[src/rtl/mem_scrub_seq.sv]
module mem_scrub_seq #(
  parameter int AW   = 6,
  parameter int DW   = 16,
  parameter int GW   = 16,
  parameter int CNTW = 4,
  localparam int CW  = (DW <= 4) ? 3 : (DW <= 11) ? 4 : (DW <= 26) ? 5 : (DW <= 57) ? 6 : 7,
  localparam int NW  = DW + CW + 1
) (
  input  logic            clk,
  input  logic            rst_n,
  input  logic [GW-1:0]   scrub_gap,
  output logic            busy,
  input  logic            cpu_req,
  input  logic            cpu_we,
  input  logic [AW-1:0]   cpu_addr,
  input  logic [DW-1:0]   cpu_wdata,
  output logic            cpu_gnt,
  output logic            cpu_rvalid,
  output logic [DW-1:0]   cpu_rdata,
  output logic            cpu_ded,
  output logic [AW-1:0]   rom_addr,
  input  logic [DW-1:0]   rom_data,
  output logic [AW-1:0]   ram_addr,
  output logic            ram_we,
  output logic [NW-1:0]   ram_wdata,
  input  logic [NW-1:0]   ram_rdata,
  output logic [CNTW-1:0] sec_cnt,
  output logic [CNTW-1:0] ded_cnt
);
  localparam int DEPTH = 1 << AW;
  localparam logic [CNTW-1:0] CMAX = '1;

  typedef enum logic [1:0] {S_CP, S_IDLE, S_SRD, S_SWB} st_t;

  function automatic logic [CW-1:0] pos_of(input int i);
    int k;
    pos_of = '0;
    k = 0;
    for (int q = 3; q < (1 << CW); q++)
      if ((q & (q - 1)) != 0) begin
        if (k == i) pos_of = CW'(q);
        k++;
      end
  endfunction

  function automatic logic [CW-1:0] chk_of(input logic [DW-1:0] d);
    chk_of = '0;
    for (int i = 0; i < DW; i++)
      if (d[i]) chk_of ^= pos_of(i);
  endfunction

  function automatic logic [NW-1:0] enc(input logic [DW-1:0] d);
    logic [CW-1:0] c;
    c = chk_of(d);
    enc = {^{c, d}, c, d};
  endfunction

  st_t             st;
  logic [AW:0]     cp_addr;
  logic [AW-1:0]   sc_addr;
  logic [GW-1:0]   gap_cnt;
  logic [DW-1:0]   rd_data, fix_data;
  logic [CW-1:0]   syn;
  logic            perr, dec_sec, dec_ded;

  assign rd_data = ram_rdata[DW-1:0];
  assign syn     = ram_rdata[DW+CW-1:DW] ^ chk_of(rd_data);
  assign perr    = ^ram_rdata;
  assign dec_sec = perr;
  assign dec_ded = !perr && (syn != '0);

  always_comb begin
    fix_data = rd_data;
    for (int i = 0; i < DW; i++)
      if (perr && syn == pos_of(i)) fix_data[i] = ~rd_data[i];
  end

  wire idle     = (st == S_IDLE);
  wire go_scrub = idle && !cpu_req && (gap_cnt >= scrub_gap);
  wire wb_done  = (st == S_SWB) && !cpu_req;
  wire cnt_ev   = wb_done || cpu_rvalid;

  assign busy      = (st == S_CP);
  assign cpu_gnt   = cpu_req && idle;
  assign cpu_rdata = fix_data;
  assign cpu_ded   = cpu_rvalid && dec_ded;
  assign rom_addr  = cp_addr[AW-1:0];

  always_comb begin
    case (st)
      S_CP: begin
        ram_addr  = cp_addr[AW-1:0] - 1'b1;
        ram_we    = (cp_addr != '0);
        ram_wdata = enc(rom_data);
      end
      S_IDLE: begin
        ram_addr  = cpu_addr;
        ram_we    = cpu_gnt && cpu_we;
        ram_wdata = enc(cpu_wdata);
      end
      default: begin
        ram_addr  = sc_addr;
        ram_we    = wb_done && !dec_ded;
        ram_wdata = enc(fix_data);
      end
    endcase
  end

  always_ff @(posedge clk or negedge rst_n) begin
    if (!rst_n) begin
      st         <= S_CP;
      cp_addr    <= '0;
      sc_addr    <= '0;
      gap_cnt    <= '0;
      cpu_rvalid <= 1'b0;
    end else begin
      cpu_rvalid <= cpu_gnt && !cpu_we;
      case (st)
        S_CP: begin
          cp_addr <= cp_addr + 1'b1;
          if (cp_addr == (AW+1)'(DEPTH)) st <= S_IDLE;
        end
        S_IDLE: begin
          if (go_scrub) st <= S_SRD;
          else if (!cpu_req && gap_cnt < scrub_gap) gap_cnt <= gap_cnt + 1'b1;
        end
        S_SRD: st <= cpu_req ? S_IDLE : S_SWB;
        default: begin
          st <= S_IDLE;
          if (!cpu_req) begin
            sc_addr <= sc_addr + 1'b1;
            gap_cnt <= '0;
          end
        end
      endcase
    end
  end

  always_ff @(posedge clk or negedge rst_n) begin
    if (!rst_n) begin
      sec_cnt <= '0;
      ded_cnt <= '0;
    end else if (cnt_ev) begin
      if (dec_sec && sec_cnt != CMAX) sec_cnt <= sec_cnt + 1'b1;
      if (dec_ded && ded_cnt != CMAX) ded_cnt <= ded_cnt + 1'b1;
    end
  end


  copy_end_chk: assert property (@(posedge clk) disable iff (!rst_n)
    $fell(busy) |-> ($past(ram_we) && $past(ram_addr) == {AW{1'b1}}));


  gnt_busy_chk: assert property (@(posedge clk) disable iff (!rst_n)
    busy |-> !cpu_gnt);


  wb_same_addr_chk: assert property (@(posedge clk) disable iff (!rst_n)
    (ram_we && !busy && !cpu_gnt) |-> (ram_addr == $past(ram_addr)));


  gnt_wait_chk: assert property (@(posedge clk) disable iff (!rst_n)
    (cpu_req && !busy && !cpu_gnt) |=> (cpu_gnt || !cpu_req));


  sec_sat_chk: assert property (@(posedge clk) disable iff (!rst_n)
    (sec_cnt == CMAX) |=> (sec_cnt == CMAX));


  ded_sat_chk: assert property (@(posedge clk) disable iff (!rst_n)
    (ded_cnt == CMAX) |=> (ded_cnt == CMAX));
endmodule

[config.mk]
export PLATFORM = sky130hd
export DESIGN_NAME = mem_scrub_seq
export DESIGN_NICKNAME = d
export VERILOG_FILES = /design/src/rtl/mem_scrub_seq.sv
export SDC_FILE = /design/constraint.sdc
export NUM_CORES = 1
export LEC_CHECK = 0
export CAP_MARGIN = 25
export CORE_MARGIN = 2
export CORE_UTILIZATION = 55
export CTS_BUF_LIST = sky130_fd_sc_hd__clkbuf_16
export CTS_CLUSTER_SIZE = 16
export DETAILED_ROUTE_END_ITERATION = 16
export DONT_BUFFER_PORTS = 1
export PLACE_DENSITY = 0.73
export SLEW_MARGIN = 10
export SYNTH_ARGS = -nofsm -noshare
export SYNTH_HDL_FRONTEND = slang
export SYNTH_SLANG_ARGS = --single-unit
[constraint.sdc]
create_clock -name clk -period 5.36 [get_ports clk]
set_input_delay 1.34 -clock clk [delete_from_list [all_inputs] [get_ports clk]]
set_output_delay 1.34 -clock clk [all_outputs]
set_load 0.01 [all_outputs]
; ---- Word-level counts from Yosys, hierarchy flattened
; Index checks and enable logic that the tools add are counted.
[op_classes]
addsub = 1542
magnitude_cmp = 2
n_eq_ne = 1527
mux = 4644
bitwise = 80
n_reduce_logical = 148
[op_table]
columns = cell, n
row1 = two-way mux 32 bit, 2800
row2 = adder 32 x 2 -> 32 bit (second input constant), 1536
row3 = == test 32 x 5 -> 1 bit (second input constant), 800
row4 = == test 32 x 4 -> 1 bit (second input constant), 400
row5 = two-way mux 5 bit, 1701
row6 = == test 32 x 3 -> 1 bit (second input constant), 200
row7 = == test 32 x 2 -> 1 bit (second input constant), 100
row8 = logical NOT 32 bit, 100
row9 = XOR 5 bit, 61
row10 = two-way mux 3 bit, 80
row11 = two-way mux 4 bit, 36
row12 = XOR reduction 21 bit, 3
row13 = two-way mux 16 bit, 3
row14 = one-hot mux 22 bit (2 select lines), 1
row15 = == test 5 x 4 -> 1 bit (second input constant), 7
row16 = one-hot mux 16 bit (2 select lines), 1
row17 = logical AND 1 bit, 28
row18 = == test 5 bit (second input constant), 5
row19 = XOR reduction 22 bit, 1
row20 = NOT 1 bit, 19
row21 = adder 16 x 1 -> 16 bit (second input constant), 1
row22 = greater-or-equal comparator 16 bit, 1
row23 = less-than comparator 16 bit, 1
row24 = two-way mux 1 bit, 16
row25 = other kinds (25), 42
[word_totals]
ff_bits = 40

; ---- Longest topological paths before layout
; Gate-level depths: netlist of the first run.
[depth]
ltp_word = 211
mapped_depth = 16

; ---- Worst setup path before layout of the first run
; OpenSTA, ideal clock, no wires.
[synth_path]
path_type = input to output
from = input ram_rdata[16]
to = output ram_wdata[21]
arrival_ns = 4.240
slack_ns = -0.220
path_stages = 13
cell_sequence = xnor3_1 -> xnor2_2 -> or3_1 -> a21o_1 -> mux2_2 -> nand3b_1 -> xor2_1 -> xnor2_1 -> xnor2_1 -> xnor2_2 -> xor2_1 -> xnor2_1 -> o21ai_1
[synth_via]
elab_chain_cells = 53
elab_cells_between_ends = 99
cone_classes = 16 x eq/ne / 49 x mux / 16 x bitwise / 18 x reduce/logical
[synth_rtl]
columns = item, line_no
row1 = "start, declared", 26  ; input logic [NW-1:0] ram_rdata,
row2 = XOR 5 bit, n/a
row3 = == test 5 x 2 -> 1 bit, n/a
row4 = logical AND 1 bit, n/a
row5 = two-way mux 1 bit, n/a
row6 = two-way mux 5 bit (2 in series), n/a
row7 = XOR 5 bit, n/a
row8 = two-way mux 5 bit (2 in series), n/a
row9 = XOR 5 bit, n/a
row10 = [... 32 more ...], n/a
row11 = XOR 5 bit, n/a
row12 = two-way mux 5 bit (2 in series), n/a
row13 = XOR 5 bit, n/a
row14 = two-way mux 5 bit (2 in series), n/a
row15 = XOR 5 bit, n/a
row16 = two-way mux 5 bit (2 in series), n/a
row17 = XOR reduction 21 bit *, n/a
row18 = one-hot mux 22 bit (2 select lines) *, n/a
row19 = "end, declared", 25  ; output logic [NW-1:0] ram_wdata,
; Mark *: on every way between the ends. The rest lies on a longest branch, timed or not. The select of a mux whose other input is x is not followed.

; ---- Final worst setup path of the first run
; Ends and elaborated chain as after synthesis.

==> metrics.md, run 1 <==
| Metric | Value |
|---|---|
| Kind of critical path | `input port to primary output` |
| TNS Setup | `-456.3 ps` |
| Mapped Cells | `541` |
| ANT cells | `0` |
| Root buffer cell | `clkbuf_16` |
| TritonCTS Buffers | `5` |
| Iteration-0 DRC Markers | `189` |
| CORE AREA | `8175 um^2` |
| Actual slew at the worst max-slew pin | `~650 ps` |
| Clk slew on worst S/H paths | `60 ps` |
| Synth top area cells | `xnor2_1, dfrtp_1, xor2_1, ha_1, a22oi_1` |
| Worst-path fanout max | `4` |
| Failing checks | `setup timing` |
| Total Power | `~2500 uW` |
| Sequential cell area | `1001 um^2` |
| Area of the die | `approximately 9200 um^2` |
| IO Pins | `143` |
| Layout cell share with drive strength beyond 1 | `21.92%` |
| Yosys cell types | `41` |
| Placement Rows | `33` |
| Tmin final | `5547 ps` |
| Post-synthesis cell area | `between 4000 and 5000 um^2` |
| CP Capture Type | `primary output` |
| Largest area contributor in the netlist | `xnor2_1` |
| Maximum root-to-sink buffer count | `2` |
| Mapped Avg Cell Area | `~8.6 um^2` |
| Synthesis-stage register bit count | `40` |
| Die H | `roughly 96 um` |
| LEAKAGE | `around 0.0026 uW` |
| Final Hold Slack | `495.2 ps` |
| Final WL | `12150 um` |
| ANT nets after route | `0` |
| Post-Syn Nets | `648` |
| Vias in the first global route | `3902` |
| Die Width | `around 96 um` |
| Cts hold-fix bufs | `0` |
| Total Nets Final | `699` |
| Worst vdd ir | `around 0.35 mV` |
| Hold Path Class | `flip-flop to flip-flop` |
| EDFF count, synth | `0` |
| Max Clk Rate | `0.1803 GHz` |
| Status | `finished, violations left` |
| Synth top cells by count | `xnor2_1, nand2_1, xor2_1` |
| Final Setup Violations | `5` |
| Vias/cell | `5.711` |
| PD cells | `449.5 nW/um^2` |
| Pre-CTS setup slack | `-333.8 ps` |
| Sequential share of the synthesized area | `roughly 22%` |
| GR Overflow Total | `0` |
| Area of the multi-input gates | `3664 um^2` |
| Vias | `3986` |
| Placed cell areas | `5151 um^2` |
| Clock Latency Late Sink | `280 ps` |
| Final Cell Area | `approximately 5600 um^2` |
| Final Skew | `around 8.2 ps` |
| Ys async rst share | `100.0%` |
| Top FF cell, synth | `dfrtp_1` |
| Antenna violations before repair | `0` |
| Critical Path RT | `4020 ps` |
| # Max-Cap Violations | `0` |
| Post-synth top area share | `23.42%` |
| Setup crit start kind | `input port` |
| RD Place Congestion | `between 0.9 and 1` |
| Rel. slew slack | `56.59%` |
| Layout area overhead | `21.13%` |
| First-pass GRT wire length | `17930 um` |
| RSZ-0062 raised after global routing | `true` |
| Yosys warning count | `0` |
| H-tree levels | `2` |
| Fillers | `645` |
| CTS tree | `done` |
| DP Wirelength | `slightly below 10000 um` |
| Wire per inst | `around 17 um` |
| DR DRC count | `0` |
| Hold Vio Cnt, Final | `0` |
| IO buf count | `0` |
| Tot GR Track Use | `24.90%` |
| Final worst-path cycle share | `103.5%` |
| Clock sinks | `40` |
| Critical path arrival | `4210 ps` |
| Setup WS post-layout | `-186.7 ps` |
| Fin. max-slew vios | `0` |
| DRT Pass-1 Iters | `5` |
| Starting Density | `about 57%` |
| Most numerous cell in the Yosys netlist | `xnor2_1` |
| Largest net degree at the start of global routing | `41` |
-- power breakdown --
group | leakage, uW | switching (uW) | total, uW | internal (uW)
combinational | 0.00202 | 909 | 1660 | 747
sequential | 0.000523 | 142 | 525 | 383
clock | 0.0000804 | 123 | 344 | 221
-- worst paths after layout --
kind | endpoint | startpoint | depth (start not counted) | slack (ps)
setup reg to reg | gap_cnt[8] | gap_cnt[0] | 16 | 2140
hold / removal | sc_addr[5] | sc_addr[5] | 1 | 500
hold reg to reg | sc_addr[5] | sc_addr[5] | 1 | 500
setup / recovery | ram_wdata[21] | ram_rdata[16] | 13 | -190
min in group asynchronous | gap_cnt[7] | rst_n | 0 | 750
max in group asynchronous | cp_addr[2] | rst_n | 0 | 4510
-- per-layer routing --
metal,vias up,routed length [um],track usage [%]
li1,1899,-,-
met1,1892,5034,32.50
met2,163,6076,42.02
met3,32,744,4.933
met4,0,296,6.905
met5,-,0,0
-- critical path, stage by stage --
cell and delay (ps):
xnor3_1 400, xnor2_2 180, or3_4 380, a21o_1 190, mux2_4 270, nand3b_1 190
xor2_2 250, xnor2_2 130, xnor2_2 160, xnor2_2 210, xor2_1 210, xnor2_1 110
o21ai_2 180
-- through the flow --
step / util [%] / instances
6_report: 68.70 / 698
5_1_grt: 68.70 / 698
4_1_cts: 66.88 / 696
3_5_place_dp: 63.01 / 683
3_3_place_gp: 63.01 / 683
2_1_floorplan: - / 541
-- cells in the final DEF, fill, tap and decap left out, drive strengths merged, types with 5 or more instances in the layout --
cell and count:
nand2 50, inv 36, a21oi 11, nor2 30, and3 6, clkbuf 5
nand4 19, mux2i 7, a22oi 26, nor2b 9, dfrtp 40, xor2 47
ha 27, o21ai 24, a21o 9, xnor2 129, buf 69, xnor3 5
nand2b 7
-- final cells by class --
cell class	instances	share of cell area (%)
clock buffer	5	2.228
clock inverter	3	0.8242
inverter	35	2.339
multi-input combinational	441	65.23
sequential	40	17.82
tap	105	2.339
timing repair buffer	69	9.223
-- state kept, by name, summed over array words and instances, names as in the netlist --
signal	count
cp_addr	7
cpu_rvalid	1
ded_cnt	4
gap_cnt	16
sc_addr	6
sec_cnt	4
st	2
-- cell families (layout without fill, tap and decap cells) --
| logic type | count (synthesis) | in the layout | synth area share [%] |
|---|---|---|---|
| AO/OA/AOI/OAI | 81 | 81 | 11.33 |
| XOR/XNOR | 182 | 182 | 37.16 |
| multiplexers | 11 | 11 | 2.482 |
| AND/OR/NAND/NOR | 140 | 140 | 14.81 |
| flip-flops | 40 | 40 | 21.59 |
| adder cells (fa/ha/maj) | 27 | 27 | 7.285 |
| buffers and inverters | 60 | 112 | 5.343 |
-- timing repair --
| action | 4_1_cts | 5_1_grt |
|---|---|---|
| hold endpoints to repair | 0 | 0 |
| cloned | 0 | 0 |
| buffers inserted | 6 | 1 |
| pin swaps | 17 | 18 |
| endpoints found under the setup margin | 6 | 6 |
| resized for setup | 19 | 21 |
(Power assumes the default switching activity.)
==> run 2: changes to the inputs <==
PLACE_DENSITY = unset   (was 0.73)
PLACE_DENSITY_LB_ADDON = 0.3   (was unset)
==> metrics.md, run 2 (synthesized netlist as in run 1, its figures left out) <==
| Metric | Value |
|---|---|
| Hold Vio Cnt, Final | `0 (unchanged)` |
| Int Power | `1318 uW (-2.5%)` |
| Layout area overhead | `18.08%` |
| Commonest non-fill, non-tap cells in the layout | `xnor2_1, buf_4, nand2_1, xor2_1, dfrtp_1` |
| ANT nets after route | `0 (unchanged)` |
| Final WL | `11640 um (-4.2%)` |
| Crit path to | `ram_wdata[21]` |
| Clock sinks | `40 (unchanged)` |
| Switching power share of the total | `46.39% (-0.075 points)` |
| IO Pins | `143 (unchanged)` |
| LEAKAGE | `0.002539 uW (-3.2%)` |
| CTS tree | `done` |
| Root buffer cell | `clkbuf_16` |
| Tmin final | `5510 ps (-36.42 ps)` |
| Placement Rows | `33 (unchanged)` |
| Most common cell after layout, fill and taps aside | `xnor2_1` |
| RSZ-0062 raised after global routing | `true` |
| First-pass GRT wire length | `17570 um (-2.0%)` |
| CORE AREA | `8175 um^2 (unchanged)` |
| GR Overflow Total | `0 (unchanged)` |
| DP Wirelength | `9452 um (-2.8%)` |
| Total Power | `2458 uW (-2.6%)` |
| Maximum root-to-sink buffer count | `2 (unchanged)` |
| Total Nets Final | `689 (-1.4%)` |
| Die Width | `95.82 um (unchanged)` |
| Critical path arrival | `4170 ps (-40 ps)` |
| Clk slew on worst S/H paths | `60 ps (about the same)` |
| Seq pwr share | `21.4% (+0.6 points)` |
| Antenna violations before repair | `0 (unchanged)` |
| Die H | `95.82 um (unchanged)` |
| CP Launch Point | `ram_rdata[16]` |
| Kind of critical path | `input port to primary output` |
| Clock power frac | `13.8% (+0.2 points)` |
| Critical Path RT | `4020 ps (about the same)` |
| CP Capture Type | `primary output` |
| Crit Reg-Reg Startpoint | `gap_cnt[0]` |
| Hold Path Class | `flip-flop to flip-flop` |
| Final Cell Area | `5475 um^2 (-2.5%)` |
| Max Clk Rate | `0.1815 GHz (+0.66%)` |
| Starting Density | `56.72% (unchanged)` |
| Vias | `3883 (-2.6%)` |
| Layout cell share with drive strength beyond 1 | `17.67% (-4.3 points)` |
| Final Setup Violations | `5 (unchanged)` |
| H-tree levels | `2 (unchanged)` |
| Flop-to-flop setup slack | `2150 ps (about the same)` |
| Area of the die | `9181 um^2 (unchanged)` |
| Largest Register | `gap_cnt` |
| RD Place Congestion | `0.8805 (-6.9%)` |
| IO buf count | `0 (unchanged)` |
| Final worst-path cycle share | `102.8% (-0.68 points)` |
| Rel. slew slack | `37.19% (-19 points)` |
| Fin. max-slew vios | `0 (unchanged)` |
| Setup WS post-layout | `-150.3 ps (+36.42 ps)` |
| Final Hold Slack | `486.5 ps (-8.703 ps)` |
| Combinational power share | `64.8% (-0.8 points)` |
| Tot GR Track Use | `24.61% (-0.29 points)` |
| Largest net degree at the start of global routing | `41 (unchanged)` |
| Largest registers | `gap_cnt (16), cp_addr (7), sc_addr (6)` |
| Placed cell areas | `5106 um^2 (-0.87%)` |
| P_sw | `1141 uW (-2.8%)` |
| Non-filler cells in the finished layout | `688 (-1.4%)` |
| Worst vdd ir | `0.3188 mV (-8.0%)` |
| Vias/cell | `5.644 (-1.2%)` |
| # Max-Cap Violations | `0 (unchanged)` |
| Failing checks | `setup timing` |
| PD cells | `449.0 nW/um^2 (-0.10%)` |
| Vias in the first global route | `3696 (-5.3%)` |
| DRT Pass-1 Iters | `4 (-1)` |
| Cts hold-fix bufs | `0 (unchanged)` |
| R2R Path End | `gap_cnt[7]` |
| TritonCTS Buffers | `5 (unchanged)` |
| Final Skew | `5.688 ps (-2.494 ps)` |
| Actual slew at the worst max-slew pin | `938.7 ps (+292.0 ps)` |
| DR DRC count | `0 (unchanged)` |
| Status | `finished, violations left` |
| Iteration-0 DRC Markers | `132 (-30%)` |
| Post-layout util | `66.97% (-1.7 points)` |
| Clock Latency Late Sink | `280 ps (about the same)` |
| R2r worst-path depth | `16 (unchanged)` |
| Placed Cells | `677 (-0.88%)` |
| Wire per inst | `16.92 um (-2.8%)` |
| Setup crit start kind | `input port` |
| Worst-path fanout max | `3 (-1)` |
| Max reg flops | `16 (unchanged)` |
| ANT cells | `0 (unchanged)` |
==> run 2: power by group through the flow <==
| stage | Clock [uW] | Combinational, uW | Sequential (uW) |
|---|---|---|---|
| CTS | 346 | 1560 | 527 |
| floorplan | 0 | 1170 | 471 |
| finish | 338 | 1590 | 526 |
| global placement | 0 | 1470 | 524 |
| detailed placement | 0 | 1500 | 532 |
| global route | 360 | 1750 | 545 |
==> run 2: timing repair <==
item / CTS / global route
hold endpoints to repair: 0 / 0
pin swaps: 8 / 8
cloned: 0 / 0
resized for setup: 12 / 15
setup buffers: 1 / 1
endpoints found under the setup margin: 5 / 6
==> run 2: layout make-up <==
class / count / area (um^2)
multi-input cells: 441 / 3597
fillers: 688 / 2700
flip-flops and latches: 40 / 1001
repair buffers: 59 / 446.7
inverters: 35 / 131.4
well taps: 105 / 131.4
clock buffers: 5 / 125.1
clock inverters: 3 / 42.54
==> run 2: worst min-delay path by stage <==
| stage | start | end | slack, ps | cells past startpoint |
|---|---|---|---|---|
| after floorplan | sc_addr[5] | sc_addr[5] | 440 | 1 |
| after global placement | cp_addr[6] | cp_addr[6] | 470 | 1 |
| after detailed placement | sc_addr[5] | sc_addr[5] | 480 | 1 |
| after CTS | sc_addr[5] | sc_addr[5] | 490 | 1 |
| after global routing | sc_addr[5] | sc_addr[5] | 500 | 1 |
| final | sc_addr[5] | sc_addr[5] | 490 | 1 |
==> run 2: metrics by stage <==
step / TNS (ps) / worst slack (ps)
after global routing: -1225 / -260.6
after floorplan: -157.5 / -157.5
after CTS: -342.3 / -144.3
after global placement: -444.3 / -193.8
final: -471.4 / -150.3
after detailed placement: -801.4 / -226.0
==> run 2: metal layers <==
layer | wire (um) | part of all wire, % | vias to the layer above | global-route usage, %
met5 | 0 | 0 | - | 0
met4 | 155 | 1.3 | 0 | 5.119
met3 | 695 | 6.0 | 15 | 5.168
met2 | 5748 | 49 | 127 | 41.38
met1 | 5038 | 43 | 1870 | 32.76
li1 | - | - | 1871 | -
==> run 2: worst max-delay path, cell delays in order <==
cell and delay (ps):
xnor3_1 400, xnor2_2 160, or3_1 370, a21o_1 220
mux2_4 260, nand3b_4 180, xnor2_4 150, xor2_1 260
xnor2_2 170, xnor2_2 150, xor2_1 200, xnor2_1 110
o21ai_2 190
